===== src/rtl/boot_xlat_pkg.sv =====
package boot_xlat_pkg;

    localparam int PA_W        = 36;             // physical address width
    localparam int OFS_W       = 12;             // 4KB page offset
    localparam int PN_W        = PA_W - OFS_W;   // page number width
    localparam int LOW_W       = 32;             // remap target range (4GB)
    localparam int XPN_W       = LOW_W - OFS_W;  // remap page number width
    localparam int SZ_W        = 6;              // size code width
    localparam int SZ_MIN      = 12;
    localparam int SZ_MAX      = 32;
    localparam int BOOTWIN_LOG = 23;             // 8MB fallback window

    localparam logic [PA_W-1:0] BOOT_PAGE_ADDR = 36'h0_FFFF_F000;
    localparam logic [PA_W-1:0] BOOT_WIN_ADDR  = 36'h0_FF80_0000;

    typedef struct packed {
        logic            en;
        logic [PN_W-1:0] base;
        logic [SZ_W-1:0] size;
    } win_geom_t;

    function automatic logic [SZ_W-1:0] clamp_size(input logic [SZ_W-1:0] s);
        if (s < SZ_W'(SZ_MIN))      return SZ_W'(SZ_MIN);
        else if (s > SZ_W'(SZ_MAX)) return SZ_W'(SZ_MAX);
        else                        return s;
    endfunction

endpackage


===== src/rtl/boot_page_remap.sv =====
module boot_page_remap
    import boot_xlat_pkg::*;
(
    input  logic             clk,
    input  logic             rst_n,
    input  logic             we,
    input  logic             en_wr,
    input  logic [XPN_W-1:0] page_wr,
    input  logic [PA_W-1:0]  addr_in,
    output logic [PA_W-1:0]  addr_out
);

    logic             en_q;
    logic [XPN_W-1:0] page_q;
    logic             in_page;

    always_ff @(posedge clk) begin
        if (!rst_n) begin
            en_q   <= 1'b0;
            page_q <= '0;
        end else if (we) begin
            en_q   <= en_wr;
            page_q <= page_wr;
        end
    end

    always_comb begin
        in_page = (addr_in[PA_W-1:OFS_W] == BOOT_PAGE_ADDR[PA_W-1:OFS_W]);
        if (en_q && in_page)
            addr_out = {{(PA_W-LOW_W){1'b0}}, page_q, addr_in[OFS_W-1:0]};
        else
            addr_out = addr_in;
    end

endmodule


===== src/rtl/win_match_array.sv =====
module win_match_array
    import boot_xlat_pkg::*;
#(
    parameter int NUM_WIN = 8,
    parameter int TGT_W   = 5,
    localparam int IDX_W  = (NUM_WIN > 1) ? $clog2(NUM_WIN) : 1
)(
    input  logic                           clk,
    input  logic                           rst_n,
    input  logic                           we,
    input  logic [IDX_W-1:0]               idx,
    input  logic                           en_wr,
    input  logic [PN_W-1:0]                base_wr,
    input  logic [SZ_W-1:0]                size_wr,
    input  logic [TGT_W-1:0]               tgt_wr,
    input  logic [PA_W-1:0]                addr,
    output logic [NUM_WIN-1:0]             hit,
    output logic [NUM_WIN-1:0][TGT_W-1:0]  tgt
);

    for (genvar g = 0; g < NUM_WIN; g++) begin : g_win
        win_geom_t        geom_q;
        logic [TGT_W-1:0] tgt_q;
        logic [PA_W-1:0]  mask;

        always_ff @(posedge clk) begin
            if (!rst_n) begin
                geom_q <= '0;
                tgt_q  <= '0;
            end else if (we && idx == IDX_W'(g)) begin
                geom_q.en   <= en_wr;
                geom_q.base <= base_wr;
                geom_q.size <= clamp_size(size_wr);
                tgt_q       <= tgt_wr;
            end
        end

        always_comb begin
            mask   = {PA_W{1'b1}} << geom_q.size;
            hit[g] = geom_q.en &&
                     (((addr ^ {geom_q.base, {OFS_W{1'b0}}}) & mask) == '0);
            tgt[g] = tgt_q;
        end
    end

endmodule


===== src/rtl/win_prio_sel.sv =====
module win_prio_sel
    import boot_xlat_pkg::*;
#(
    parameter int          NUM_WIN  = 8,
    parameter int          TGT_W    = 5,
    parameter int unsigned BOOT_TGT = 30
)(
    input  logic [NUM_WIN-1:0]            hit,
    input  logic [NUM_WIN-1:0][TGT_W-1:0] tgt,
    input  logic [PA_W-1:0]               addr,
    output logic [TGT_W-1:0]              sel_tgt,
    output logic                          sel_miss
);

    logic any_hit;
    logic in_boot_win;

    always_comb begin
        any_hit = 1'b0;
        sel_tgt = '0;
        // walk downward so the lowest-numbered hit is applied last
        for (int i = NUM_WIN - 1; i >= 0; i--) begin
            if (hit[i]) begin
                any_hit = 1'b1;
                sel_tgt = tgt[i];
            end
        end
        in_boot_win = (addr[PA_W-1:BOOTWIN_LOG] == BOOT_WIN_ADDR[PA_W-1:BOOTWIN_LOG]);
        sel_miss    = 1'b0;
        if (!any_hit) begin
            if (in_boot_win) begin
                sel_tgt = TGT_W'(BOOT_TGT);
            end else begin
                sel_tgt  = '0;
                sel_miss = 1'b1;
            end
        end
    end

endmodule


===== src/rtl/boot_xlat_decoder.sv =====
module boot_xlat_decoder
    import boot_xlat_pkg::*;
#(
    parameter int          NUM_WIN  = 8,
    parameter int          TGT_W    = 5,
    parameter int unsigned BOOT_TGT = 30,
    localparam int         IDX_W    = (NUM_WIN > 1) ? $clog2(NUM_WIN) : 1
)(
    input  logic             clk,
    input  logic             rst_n,
    input  logic             xlat_we,
    input  logic             xlat_en_wr,
    input  logic [19:0]      xlat_page_wr,
    input  logic             win_we,
    input  logic [IDX_W-1:0] win_idx,
    input  logic             win_en_wr,
    input  logic [23:0]      win_base_wr,
    input  logic [5:0]       win_size_wr,
    input  logic [TGT_W-1:0] win_tgt_wr,
    input  logic             req_valid,
    input  logic [35:0]      req_addr,
    output logic             rsp_valid,
    output logic [35:0]      rsp_addr,
    output logic [TGT_W-1:0] rsp_tgt,
    output logic             rsp_miss
);

    typedef enum logic {RS_IDLE, RS_RESULT} rsp_state_e;

    rsp_state_e                     state_q, state_d;
    logic [PA_W-1:0]                xaddr;
    logic [NUM_WIN-1:0]             hit;
    logic [NUM_WIN-1:0][TGT_W-1:0]  win_tgt;
    logic [TGT_W-1:0]               sel_tgt;
    logic                           sel_miss;

    boot_page_remap u_remap (
        .clk      (clk),
        .rst_n    (rst_n),
        .we       (xlat_we),
        .en_wr    (xlat_en_wr),
        .page_wr  (xlat_page_wr),
        .addr_in  (req_addr),
        .addr_out (xaddr)
    );

    win_match_array #(.NUM_WIN(NUM_WIN), .TGT_W(TGT_W)) u_wins (
        .clk     (clk),
        .rst_n   (rst_n),
        .we      (win_we),
        .idx     (win_idx),
        .en_wr   (win_en_wr),
        .base_wr (win_base_wr),
        .size_wr (win_size_wr),
        .tgt_wr  (win_tgt_wr),
        .addr    (xaddr),
        .hit     (hit),
        .tgt     (win_tgt)
    );

    win_prio_sel #(.NUM_WIN(NUM_WIN), .TGT_W(TGT_W), .BOOT_TGT(BOOT_TGT)) u_sel (
        .hit      (hit),
        .tgt      (win_tgt),
        .addr     (xaddr),
        .sel_tgt  (sel_tgt),
        .sel_miss (sel_miss)
    );

    // state register
    always_ff @(posedge clk) begin
        if (!rst_n) state_q <= RS_IDLE;
        else        state_q <= state_d;
    end

    always_comb begin
        state_d = state_q;
        unique case (state_q)
            RS_IDLE:   state_d = req_valid ? RS_RESULT : RS_IDLE;
            RS_RESULT: state_d = req_valid ? RS_RESULT : RS_IDLE;
            default:   state_d = RS_IDLE;
        endcase
    end

    // output process: capture the decode of each accepted request
    always_ff @(posedge clk) begin
        if (!rst_n) begin
            rsp_addr <= '0;
            rsp_tgt  <= '0;
            rsp_miss <= 1'b0;
        end else if (req_valid) begin
            rsp_addr <= xaddr;
            rsp_tgt  <= sel_tgt;
            rsp_miss <= sel_miss;
        end
    end

    assign rsp_valid = (state_q == RS_RESULT);

endmodule


===== config.mk =====
export PLATFORM = sky130hd
export DESIGN_NAME = boot_xlat_decoder
export DESIGN_NICKNAME = d
export VERILOG_FILES = /design/src/rtl/boot_xlat_pkg.sv /design/src/rtl/boot_page_remap.sv /design/src/rtl/win_match_array.sv /design/src/rtl/win_prio_sel.sv /design/src/rtl/boot_xlat_decoder.sv
export SDC_FILE = /design/constraint.sdc
export NUM_CORES = 1
export LEC_CHECK = 0
export BUFFER_PORTS_ARGS = -buffer_cell sky130_fd_sc_hd__buf_2
export CORE_MARGIN = 4
export CORE_UTILIZATION = 55
export CTS_CLUSTER_SIZE = 16
export DETAILED_ROUTE_END_ITERATION = 8
export GPL_TIMING_DRIVEN = 0
export PLACE_DENSITY = 0.74
export SKIP_CTS_REPAIR_TIMING = 1
export SLEW_MARGIN = 20
export SYNTH_ARGS = -nofsm -noshare
export SYNTH_HDL_FRONTEND = slang
export SYNTH_SLANG_ARGS = --single-unit

===== constraint.sdc =====
create_clock -name clk -period 4.5 [get_ports clk]
set_input_delay 0.9 -clock clk [delete_from_list [all_inputs] [get_ports clk]]
set_output_delay 0.9 -clock clk [all_outputs]
set_load 0.02 [all_outputs]

==> After elaboration in Yosys (flattened, before gate mapping) <==
Index checks and enable logic that the tools add are counted.
{ "op_classes": {"addsub": 0, "n_mul": 0, "div": 0, "magnitude_cmp": 2, "n_eq_ne": 9, "shifts": 8, "n_mux": 24, "bitwise": 16, "reduce_logical": 26} }
{ "op_table": {"columns": ["cell", "n"], "rows": [
  ["36-bit bitwise AND", 8],
  ["36-bit logical NOT", 8],
  ["36-bit by 6-bit << shifter with 36-bit output (first input constant)", 8],
  ["36-bit bitwise XOR", 8],
  ["5-bit 2-to-1 mux", 10],
  ["36-bit 2-to-1 mux", 1],
  ["24-bit by 20-bit equality test with 1-bit output (second input constant)", 1],
  ["1-bit logical AND", 17],
  ["13-bit by 9-bit equality test with 1-bit output (second input constant)", 1],
  ["3-bit equality test (second input constant)", 4],
  ["6-bit 2-to-1 mux", 2],
  ["1-bit 2-to-1 mux", 11],
  ["3-bit by 2-bit equality test with 1-bit output (second input constant)", 2],
  ["6-bit > comparator (second input constant)", 1],
  ["6-bit by 4-bit less-than comparator with 1-bit output (second input constant)", 1],
  ["3-bit by 1-bit equality test with 1-bit output (second input constant)", 1],
  ["3-bit logical NOT", 1]
]} }
{ "totals": {"regBits": 352, "latch_bits": 0, "ram_bits": 0, "mem_bits_ro": 0, "inputBits": 101, "elab_cells": 123, "n_memories": 0} }

==> Longest topological paths before layout <==
Gate-level depths: netlist (run 1).
{ "logic_depth": {"depth_word": 16, "mapped_depth": 16} }

==> Modules after synthesis <==
A second synthesis (run 1) with hierarchy kept.
{ "hier_totals": {"cells_unflattened": 2433, "hier_area_um2": 19246.0} }
{ "by_module_without_submodules": {"columns": ["mod", "n_inst", "cells_per_inst", "area_per_inst_um2", "seq_area_each_um2"], "rows": [
  ["win_match_array", 1, 2112, 15865.2, 5765.5],
  ["boot_xlat_decoder", 1, 137, 1656.6, 860.8],
  ["boot_page_remap", 1, 115, 1282.5, 420.4],
  ["win_prio_sel", 1, 69, 441.7, 0.0]
]} }

==> Worst setup path after synthesis (run 1) <==
No wires, ideal clock.
{ "synth_timing": {"path_type": "input port to flip-flop", "start": "input port req_addr[35]", "end": "register rsp_tgt[3]", "setup_ps": 131, "arrival_time_ps": 3874, "t_required_ps": 4369, "setup_slack_ps": 495, "stages": 16, "n_path_buf": 5, "cell_sequence": "buf_2 nor4_4 nand4_4 buf_6 buf_6 o31a_1 buf_4 xnor2_1 a2111oi_0 o32ai_1 a41oi_1 clkbuf_1 o21a_1 o221ai_1 a221oi_1 o22ai_1"} }
{ "synth_between": {"elab_chain_cells": 16} }
{ "synth_lines": {"columns": ["element", "line", "source"], "rows": [
  ["start: declaration", "boot_xlat_decoder.sv:21", "input logic [35:0] req_addr,"],
  ["24-bit by 20-bit equality test with 1-bit output", "boot_page_remap.sv:28", "in_page = (addr_in[PA_W-1:OFS_W] == BOOT_PAGE_ADDR[PA_W-1:OFS_W]);"],
  ["1-bit logical AND", "boot_page_remap.sv:29", "if (en_q && in_page)"],
  ["36-bit 2-to-1 mux (*)", "boot_page_remap.sv:29", null],
  ["36-bit bitwise XOR", "win_match_array.sv:41", "(((addr ^ {geom_q.base, {OFS_W{1'b0}}}) & mask) == '0);"],
  ["36-bit bitwise AND", "win_match_array.sv:41", null],
  ["36-bit logical NOT", "win_match_array.sv:41", null],
  ["1-bit logical AND", "win_match_array.sv:40", "hit[g] = geom_q.en &&"],
  ["5-bit 2-to-1 mux or 1-bit 2-to-1 mux (tied branches) (8 in series)", "win_prio_sel.sv:23", "if (hit[i]) begin"],
  ["5-bit 2-to-1 mux (*)", "win_prio_sel.sv:30", "if (!any_hit) begin"],
  ["end signal: assignment", "boot_xlat_decoder.sv:92", "rsp_tgt <= sel_tgt;"],
  ["end: declaration", "boot_xlat_decoder.sv:24", "output logic [TGT_W-1:0] rsp_tgt,"]
]} }
Mark *: on every way between the ends. The rest lies on a longest branch, timed or not.
A chain may end at the register's enable or synchronous reset.

==> Worst setup path in the final report (run 1) <==
{ "layout_timing": {"start": "input port req_addr[10]", "end": "register rsp_tgt[2]"} }
{ "layout_between": {"elab_chain_cells": 14} }
{ "layout_lines": {"columns": ["element", "line"], "rows": [
  ["36-bit 2-to-1 mux (*)", "boot_page_remap.sv:29"],
  ["36-bit bitwise XOR", "win_match_array.sv:41"],
  ["36-bit bitwise AND", "win_match_array.sv:41"],
  ["36-bit logical NOT", "win_match_array.sv:41"],
  ["1-bit logical AND", "win_match_array.sv:40"],
  ["5-bit 2-to-1 mux or 1-bit 2-to-1 mux (tied branches) (8 in series)", "win_prio_sel.sv:23"],
  ["5-bit 2-to-1 mux (*)", "win_prio_sel.sv:30"]
]} }
Marked as above.

==> impl.org, run 1 <==
** Routing
- After detailed routing, the average wire length per cell comes to 25.4 µm.
- Residual DRC :: 0
- Wires add up to 78.1 mm.
- In this run the remaining antenna-violating nets after routing total 0.
- DR vias :: 19307
- For this block, the initial DRC count from the detailed router was 2532.
- Vias/cell :: 6.27
- The first TritonRoute pass finished after 6 iterations.

** Timing
- Total count of max-transition violations in the final report :: 0
- Setup total negative slack on the finished layout was measured at -0.143 ns.
- Final setup violation count :: 5
- Post-layout min period :: 4.56 ns
- Final hold violation count :: 0
- Measured against its own limit, the worst slew margin works out to 11.4%.
- Clock tree skew after final layout :: 0.0255 ns
- Slew at the pin closest to its max-slew limit :: 1.31 ns
- Once routing completed, OpenROAD measured the worst setup slack at -0.0640 ns.
- Max Freq :: 219 MHz
- Final worst path period share :: 101%
- Setup repair after global routing left no endpoint under its margin.

** Clock network
- For the worst-skew pair, the clock arrives at the later sink with an insertion delay of 0.56 ns.
- The root buffer cell chosen for the clock tree is sky130_fd_sc_hd__clkbuf_16.
- Counting the buffers created by CTS gives 39.
- TritonCTS built the clock tree.
- The H-tree generated during clock tree synthesis spans 2 levels.
- Number of buffers between clock root and the deepest sink :: 3
- Clock input transition at the sequential cells of the worst setup and hold paths :: 0.06 ns
- Sinks on the clock net :: 352

** Floorplan
- Placeable Area :: 0.0345 mm²
- Once the floorplan was initialized, standard cells occupied 55.8% of the core.
- Area enclosed by the die boundary :: 0.0381 mm²
- Ports :: 144
- Measured along the y axis, the die boundary spans 195 µm.
- The floorplan step set the die width to 195 µm.
- Number of cell rows :: 68

** Critical path
- Endpoint arrival time on the critical path :: 5.02 ns
- Worst endpoint required time :: 4.96 ns
- Category of the worst setup path capture point :: flop
- By startpoint and endpoint, the worst setup path is classified as in -> reg.
- Of all nets on the critical path, the largest fanout is 10.
- Critical Path Source Type :: input port

** Placed design
- Placement-stage worst setup slack :: -0.775 ns
- The congestion estimate from routability-driven global placement came to 1.05.
- DP Wirelength :: 52.5 mm
- Number of I/O port buffers :: 101

** Layout
- Number of nets in the layout :: 2696
- Of the cells placed in the final design, the portion with a size suffix greater than 1 is 10.3%.
- Fill cells in the final layout number 3080.
- Synth-to-Final Area Change :: 13.3%
- Antenna cell count :: 0

** Yosys
- Yosys printed 0 warnings.
- The most used flip-flop cell after synthesis is sky130_fd_sc_hd__dfxtp_1.
- In this run, synthesis inferred 0 flip-flops with an integrated enable.
- Averaged over all synthesized cells, the footprint is 7.87 µm².
- The synthesized netlist contains 84 unique library cells.
- In the synthesized netlist the async set-or-reset flop fraction comes to 0%.
- Synthesis handed over a netlist of 2449 instances.
- When the netlist entered floorplanning its net count stood at 2550.
- After synthesis the netlist holds a flip-flop and latch count of 352.
- Cell area after synthesis :: 0.0193 mm²
- After synthesis, flip-flops and latches occupy 36.5% of the total area.

** GRT
- Maximum number of pins on one net before global-route repair :: 14
- Initial antenna violation count :: 0
- The first global-routing pass estimated 111 mm of wire.
- Global routing finished with a remaining overflow of 0.
- The number of global-route vias before repair is 17792.
- Global-route total usage across every layer :: 38.8%

** Min path
- Class of the tightest hold or removal check :: reg -> reg

** Power and ir drop
- Power Dens Cells :: 352 mW/mm²
- For this design the static power due to leakage is 7.97 nW.
- Worst IR Drop VDD :: 0.264 mV

** Flow run
- Across the run, the number of max-cap violations was 0.

** Run status
- Status :: finished with violations
- Failing checks :: negative setup slack
[metal layers]
metal	GRT usage (%)	part of all wire [%]	wire length, µm
met1	52.2	39	30100
met2	55.4	40	31300
met3	11.1	14	10900
met4	22.7	7.3	5670
met5	0	0	0
[cells in the final DEF, fill, tap and decap left out, types with 22 or more instances in the layout]
cell type	netlist	final
sky130_fd_sc_hd__a21oi_1	65	63
sky130_fd_sc_hd__nor2_1	66	65
sky130_fd_sc_hd__clkbuf_16	0	39
sky130_fd_sc_hd__buf_2	16	113
sky130_fd_sc_hd__clkbuf_2	32	33
sky130_fd_sc_hd__xor2_1	103	103
sky130_fd_sc_hd__xnor2_1	68	68
sky130_fd_sc_hd__o31a_1	24	24
sky130_fd_sc_hd__dfxtp_1	352	352
sky130_fd_sc_hd__nand3_1	24	24
sky130_fd_sc_hd__inv_1	43	43
sky130_fd_sc_hd__clkbuf_1	154	156
sky130_fd_sc_hd__o21ai_0	55	55
sky130_fd_sc_hd__nand2_1	649	649
sky130_fd_sc_hd__nand2b_1	22	22
sky130_fd_sc_hd__a21boi_0	293	293
sky130_fd_sc_hd__mux2i_1	74	74
sky130_fd_sc_hd__nor2b_1	75	75
[synth_stat cells, types with 5 or more instances]
master / count / share of area [%]
sky130_fd_sc_hd__o22ai_1: 16 / 0.52
sky130_fd_sc_hd__nor4_1: 11 / 0.36
sky130_fd_sc_hd__o2111ai_1: 7 / 0.32
sky130_fd_sc_hd__buf_4: 5 / 0.19
sky130_fd_sc_hd__a211oi_1: 6 / 0.23
sky130_fd_sc_hd__o41ai_1: 12 / 0.54
sky130_fd_sc_hd__nand2b_1: 22 / 0.71
sky130_fd_sc_hd__nand3_1: 24 / 0.62
sky130_fd_sc_hd__nor2_1: 66 / 1.3
sky130_fd_sc_hd__o211ai_1: 11 / 0.43
sky130_fd_sc_hd__xor2_1: 103 / 4.7
sky130_fd_sc_hd__a2111oi_0: 5 / 0.23
sky130_fd_sc_hd__a22o_1: 9 / 0.41
sky130_fd_sc_hd__xnor2_1: 68 / 3.1
sky130_fd_sc_hd__and2_1: 15 / 0.49
sky130_fd_sc_hd__or2_2: 10 / 0.32
sky130_fd_sc_hd__nand2_1: 649 / 13
sky130_fd_sc_hd__a22oi_1: 19 / 0.74
sky130_fd_sc_hd__and3_1: 9 / 0.29
sky130_fd_sc_hd__clkbuf_1: 154 / 3.0
sky130_fd_sc_hd__nand3b_1: 6 / 0.23
sky130_fd_sc_hd__inv_1: 43 / 0.84
sky130_fd_sc_hd__a21oi_1: 65 / 1.7
sky130_fd_sc_hd__clkbuf_2: 32 / 0.83
sky130_fd_sc_hd__buf_6: 10 / 0.58
sky130_fd_sc_hd__dfxtp_1: 352 / 37
sky130_fd_sc_hd__buf_2: 16 / 0.42
sky130_fd_sc_hd__o21bai_1: 5 / 0.19
sky130_fd_sc_hd__o31a_1: 24 / 1.1
sky130_fd_sc_hd__a21o_1: 5 / 0.19
sky130_fd_sc_hd__a221oi_1: 9 / 0.41
sky130_fd_sc_hd__mux2i_1: 74 / 3.8
sky130_fd_sc_hd__or3_1: 10 / 0.32
sky130_fd_sc_hd__o221ai_1: 9 / 0.41
sky130_fd_sc_hd__nand4_1: 15 / 0.49
sky130_fd_sc_hd__o31ai_1: 8 / 0.31
sky130_fd_sc_hd__nor3_1: 12 / 0.31
sky130_fd_sc_hd__buf_1: 6 / 0.12
sky130_fd_sc_hd__o21ai_0: 55 / 1.4
sky130_fd_sc_hd__nor2b_1: 75 / 2.4
sky130_fd_sc_hd__a31oi_1: 20 / 0.65
sky130_fd_sc_hd__a21boi_0: 293 / 11
sky130_fd_sc_hd__o21a_1: 14 / 0.54
[final timing paths]
| kind | endpoint | slack, ns | depth (start not counted) | startpoint |
|---|---|---|---|---|
| setup / recovery | rsp_tgt[2]$_SDFFE_PN0P_ | -0.06 | 13 | req_addr[10] |
| hold / removal | u_wins.g_win[1].tgt_q[0]$_SDFFE_PN0P_ | 0.47 | 2 | u_wins.g_win[1].tgt_q[0]$_SDFFE_PN0P_ |
| setup reg to reg | rsp_tgt[2]$_SDFFE_PN0P_ | 0.20 | 15 | u_remap.en_q$_SDFFE_PN0P_ |
| hold reg to reg | u_wins.g_win[1].tgt_q[0]$_SDFFE_PN0P_ | 0.47 | 2 | u_wins.g_win[1].tgt_q[0]$_SDFFE_PN0P_ |
[per-stage QoR]
stage	cell area (µm²)	std cells	total power [mW]	utilization, %	hold WS (ns)
after global routing	21900	3077	7.84	63.3	0.484
final	21900	3077	7.70	63.3	0.466
after global placement	20400	3005	4.18	58.9	0.451
after CTS	21800	3076	7.64	63.1	0.466
after floorplan	19300	2449	3.83	-	0.440
after detailed placement	20400	3008	4.20	59.1	0.458
[worst max-delay path, cell delays in order]
cell and delay (ns):
sky130_fd_sc_hd__buf_2 0.12, sky130_fd_sc_hd__clkbuf_1 0.43, sky130_fd_sc_hd__nor2_2 0.67, sky130_fd_sc_hd__a21oi_1 0.13
sky130_fd_sc_hd__o41ai_1 0.35, sky130_fd_sc_hd__a21oi_1 0.16, sky130_fd_sc_hd__a2111oi_0 0.62, sky130_fd_sc_hd__a41o_1 0.28
sky130_fd_sc_hd__nand4_2 0.35, sky130_fd_sc_hd__nand2_2 0.35, sky130_fd_sc_hd__nor4b_4 0.11, sky130_fd_sc_hd__or3_1 0.39
sky130_fd_sc_hd__o22ai_1 0.13
[cells by family after synthesis]
kind of cell | Yosys count | synth area share, %
AO/OA/AOI/OAI | 640 | 24.1
multiplexers | 77 | 4.02
adder cells (fa/ha/maj) | 1 | 0.0519
AND/OR/NAND/NOR | 942 | 21.5
flip-flops | 352 | 36.5
XOR/XNOR | 171 | 7.77
buffers and inverters | 266 | 5.98
[report_power, final]
group / leakage [nW] / total [mW] / internal [mW] / switching (mW)
clock: 0.682 / 3.52 / 2.15 / 1.36
sequential: 2.86 / 3.26 / 3.20 / 0.0552
combinational: 4.43 / 0.924 / 0.295 / 0.628
[registers in the layout (all words and copies together) (netlist names)]
signal and cells:
u_wins.g_win.geom_q 248, u_wins.g_win.tgt_q 40, rsp_addr 36, u_remap.page_q 20, rsp_tgt 5, rsp_miss 1, rsp_valid 1, u_remap.en_q 1
[final cells by class]
type | instances | area (µm²) | area share (%)
clock inverters | 20 | 320 | 1.47
flip-flops and latches | 352 | 7050 | 32.2
plain buffers | 223 | 1000 | 4.58
well taps | 455 | 569 | 2.60
multi-input cells | 1831 | 11100 | 51.0
clock buffers | 48 | 1070 | 4.89
repair buffers | 105 | 551 | 2.52
inverters | 43 | 161 | 0.738
Note: power is estimated with default switching activity, not from simulation.
==> inputs of run 2 (changes only) <==
--- a/config.mk
+++ b/config.mk
@@ -8,6 +8,7 @@
 export BUFFER_PORTS_ARGS = -buffer_cell sky130_fd_sc_hd__buf_2
 export CORE_MARGIN = 4
 export CORE_UTILIZATION = 55
+export CTS_BUF_LIST = sky130_fd_sc_hd__clkbuf_4 sky130_fd_sc_hd__clkbuf_8
 export CTS_CLUSTER_SIZE = 16
 export DETAILED_ROUTE_END_ITERATION = 8
 export GPL_TIMING_DRIVEN = 0
==> impl.org, run 2 (synthesis results as in run 1) <==
** Run status
- Status: finished clean (was finished with violations).

** Min path
- Hold-critical path endpoint :: u_wins.g_win[1].tgt_q[4]$_SDFFE_PN0P_ (was u_wins.g_win[1].tgt_q[0]$_SDFFE_PN0P_)
- The hold path startpoint was u_wins.g_win[1].tgt_q[4]$_SDFFE_PN0P_ (was u_wins.g_win[1].tgt_q[0]$_SDFFE_PN0P_).
- Cell depth of the worst hold path :: 2 (unchanged)
- Class of the tightest hold or removal check :: reg -> reg (unchanged)

** Critical path
- The endpoint of the worst register-to-register path was rsp_tgt[2]$_SDFFE_PN0P_ (unchanged).
- Category of the worst setup path capture point :: flop (unchanged)
- Count of cells along the worst register-to-register path :: 17 (was 15)
- Critical Path Source Type :: input port (unchanged)
- Register-to-register path setup slack :: 0.13 ns (was 0.20 ns)
- The data required time at the worst endpoint came to 5.08 ns (was 4.96 ns).
- The category of the most critical setup path is in -> reg (unchanged).
- Endpoint arrival time on the critical path :: 5.01 ns (was 5.02 ns)
- Maximum fanout count along the critical path :: 10 (unchanged)
- Beginning of the worst register-to-register path :: u_remap.en_q$_SDFFE_PN0P_ (unchanged)

** Routing
- The overall routed net length was 78.1 mm (about the same).
- The violation count after the first detailed-routing iteration is 2141 (was 2532).
- The number of optimization iterations in the first detailed-route pass is 6 (unchanged).
- Residual DRC :: 0 (unchanged)
- DR vias :: 19401 (was 19307)
- Wirelength per Cell :: 25.1 µm (was 25.4 µm)
- The remaining antenna violation count after routing was 0 (unchanged).
- Vias/cell :: 6.24 (was 6.27)

** Timing
- The final count of pins violating max slew was 0 (unchanged).
- Final setup violation count :: 0 (was 5)
- Slew at the pin closest to its max-slew limit :: 1.32 ns (was 1.31 ns)
- Final TNS setup :: 0 ns (was -0.143 ns)
- The post-route clock period utilization is 98.5% (was 101%).
- The headroom to the max-slew limit was 11.0% (was 11.4%).
- Max Freq :: 226 MHz (was 219 MHz)
- Final hold violation count :: 0 (unchanged)
- Clock tree skew after final layout :: 0.0220 ns (was 0.0255 ns)
- The least setup slack across all paths after layout is 0.0657 ns (was -0.0640 ns).
- Unrepaired setup endpoints after global routing: false (unchanged).
- The clock period minus final worst setup slack was 4.43 ns (was 4.56 ns).

** Floorplan
- The starting density of the core was 55.8% (unchanged).
- Die width :: 195 µm (unchanged)
- The floorplan die height was 195 µm (unchanged).
- Placeable Area :: 0.0345 mm² (unchanged)
- Ports :: 144 (unchanged)
- Number of cell rows :: 68 (unchanged)
- The total die area came to 0.0381 mm² (unchanged).

** Clock network
- Sinks on the clock net :: 352 (unchanged)
- The CTS H-tree depth was 2 (unchanged).
- The number of CTS-inserted buffers was 58 (was 39).
- Number of buffers between clock root and the deepest sink :: 3 (unchanged)
- Buffer cell driving the clock tree root :: sky130_fd_sc_hd__clkbuf_8 (was sky130_fd_sc_hd__clkbuf_16)
- The later-pin clock latency in the skew report is 0.67 ns (was 0.56 ns).
- Clock input transition at the sequential cells of the worst setup and hold paths :: 0.06 ns (about the same)
- The CTS tree is built (unchanged).

** Placed design
- The worst setup timing slack at the placement stage was -0.775 ns (unchanged).
- # placed instances :: 3008 (unchanged)
- DP Wirelength :: 52.5 mm (unchanged)
- The count of buffers from port buffering is 101 (unchanged).
- RePlAce Congestion :: 1.05 (unchanged)

** Layout
- The final net count is 2718 (was 2696).
- Largest registers ranked by flip-flop count: u_wins.g_win.geom_q (248), u_wins.g_win.tgt_q (40), rsp_addr (36) (unchanged).
- The number of fill cells was 3160 (was 3080).
- Max FFs per register :: 248 (unchanged)
- Commonest cells after routing, fill and taps aside: sky130_fd_sc_hd__nand2_1 (649), sky130_fd_sc_hd__dfxtp_1 (352), sky130_fd_sc_hd__a21boi_0 (293) (unchanged).
- The relative area change from synthesis to final layout is 12.6% (was 13.3%).
- The most common cell after layout, fill and taps aside is sky130_fd_sc_hd__nand2_1 (unchanged).
- The final standard cell count with taps included and fillers excluded is 3110 (was 3077).
- Register bank with the most flops :: u_wins.g_win.geom_q (unchanged)
- The fraction of layout cells with a size suffix above 1 came to 11.5% (was 10.3%).

** Power and ir drop
- The power consumption is 7.25 mW (was 7.70 mW).
- The worst voltage drop across the vdd grid came to 0.254 mV (was 0.264 mV).
- LEAKAGE :: 7.95 nW (was 7.97 nW)
- The power per cell area was 334 mW/mm² (was 352 mW/mm²).

** Flow run
- The number of max-cap violations came to 0 (unchanged).

** GRT
- Via count of the first global-routing pass :: 17776 (was 17792)
- Global-route total usage across every layer :: 38.9% (was 38.8%)
- The first-pass GRT wire length came to 112 mm (was 111 mm).
- Initial antenna violation count :: 0 (unchanged)
- Maximum number of pins on one net before global-route repair :: 15 (was 14)
- The remaining global-route overflow came to 0 (unchanged).
-- run 2: cell count changes in the layout (fill, tap and decap cells not counted), moves of 3 or more --
| cell | previous run | this run |
|---|---|---|
| sky130_fd_sc_hd__clkbuf_16 | 39 | 0 |
| sky130_fd_sc_hd__clkbuf_8 | 6 | 72 |
| sky130_fd_sc_hd__bufinv_16 | 8 | 3 |
| sky130_fd_sc_hd__buf_2 | 113 | 117 |
| sky130_fd_sc_hd__clkbuf_4 | 3 | 14 |
| sky130_fd_sc_hd__clkbuf_1 | 156 | 153 |
| sky130_fd_sc_hd__inv_6 | 4 | 0 |
-- run 2: final cells by class --
type	count	area, µm²	area share (%)
diodes	1	2.50	0.0115
inverters	43	161	0.743
clock inverters	11	133	0.611
multi-input cells	1831	11100	51.3
flip-flops and latches	352	7050	32.4
repair buffers	108	573	2.64
clock buffers	86	1100	5.05
well taps	455	569	2.62
plain buffers	223	992	4.57
-- run 2: layer usage --
layer	part of all wire [%]	global-route usage [%]	routed length, µm	vias to the layer above
met1	39	52.0	30500	9161
met5	0	0	0	-
li1	-	-	-	8665
met2	40	55.0	31000	1252
met4	7.6	23.5	5970	0
met3	14	11.8	10600	323
-- run 2: worst max-delay path by stage --
stage / from / endpoint / slack, ns / cells after the start
2_1_floorplan: req_addr[35] / rsp_tgt[3]$_SDFFE_PN0P_ / 0.50 / 16
3_3_place_gp: req_addr[35] / rsp_tgt[4]$_SDFFE_PN0P_ / -0.69 / 15
3_5_place_dp: req_addr[35] / rsp_tgt[2]$_SDFFE_PN0P_ / -0.78 / 15
4_1_cts: req_addr[35] / rsp_tgt[2]$_SDFFE_PN0P_ / -0.09 / 15
5_1_grt: req_addr[35] / rsp_tgt[2]$_SDFFE_PN0P_ / 0.02 / 17
6_report: req_addr[35] / rsp_tgt[2]$_SDFFE_PN0P_ / 0.07 / 17
-- run 2: worst max-delay path, cell delays in order --
cell and delay [ns]:
sky130_fd_sc_hd__buf_2 0.32, sky130_fd_sc_hd__nor4_4 0.37, sky130_fd_sc_hd__nand4_4 0.20, sky130_fd_sc_hd__buf_6 0.20, sky130_fd_sc_hd__buf_6 0.14, sky130_fd_sc_hd__o31a_1 0.26, sky130_fd_sc_hd__buf_2 0.33, sky130_fd_sc_hd__xor2_1 0.24
sky130_fd_sc_hd__a22oi_1 0.18, sky130_fd_sc_hd__nand4_1 0.14, sky130_fd_sc_hd__o41a_1 0.53, sky130_fd_sc_hd__buf_2 0.25, sky130_fd_sc_hd__o211ai_2 0.15, sky130_fd_sc_hd__nor4b_4 0.08, sky130_fd_sc_hd__buf_4 0.17, sky130_fd_sc_hd__or3_1 0.37
sky130_fd_sc_hd__o22ai_1 0.13
-- run 2: metrics by stage --
stage	hold WS [ns]	utilization, %	cell area, µm²
finish	0.466	62.9	21700
global route	0.484	62.9	21700
CTS	0.465	62.7	21600
detailed placement	0.458	59.1	20400
global placement	0.451	58.9	20400
floorplan	0.440	-	19300
-- run 2: report_power, final --
| group | switching (mW) | internal, mW | total [mW] |
|---|---|---|---|
| logic | 0.628 | 0.295 | 0.922 |
| clock network | 1.36 | 1.71 | 3.07 |
| registers | 0.0551 | 3.20 | 3.26 |
| total | 2.04 | 5.21 | 7.25 |
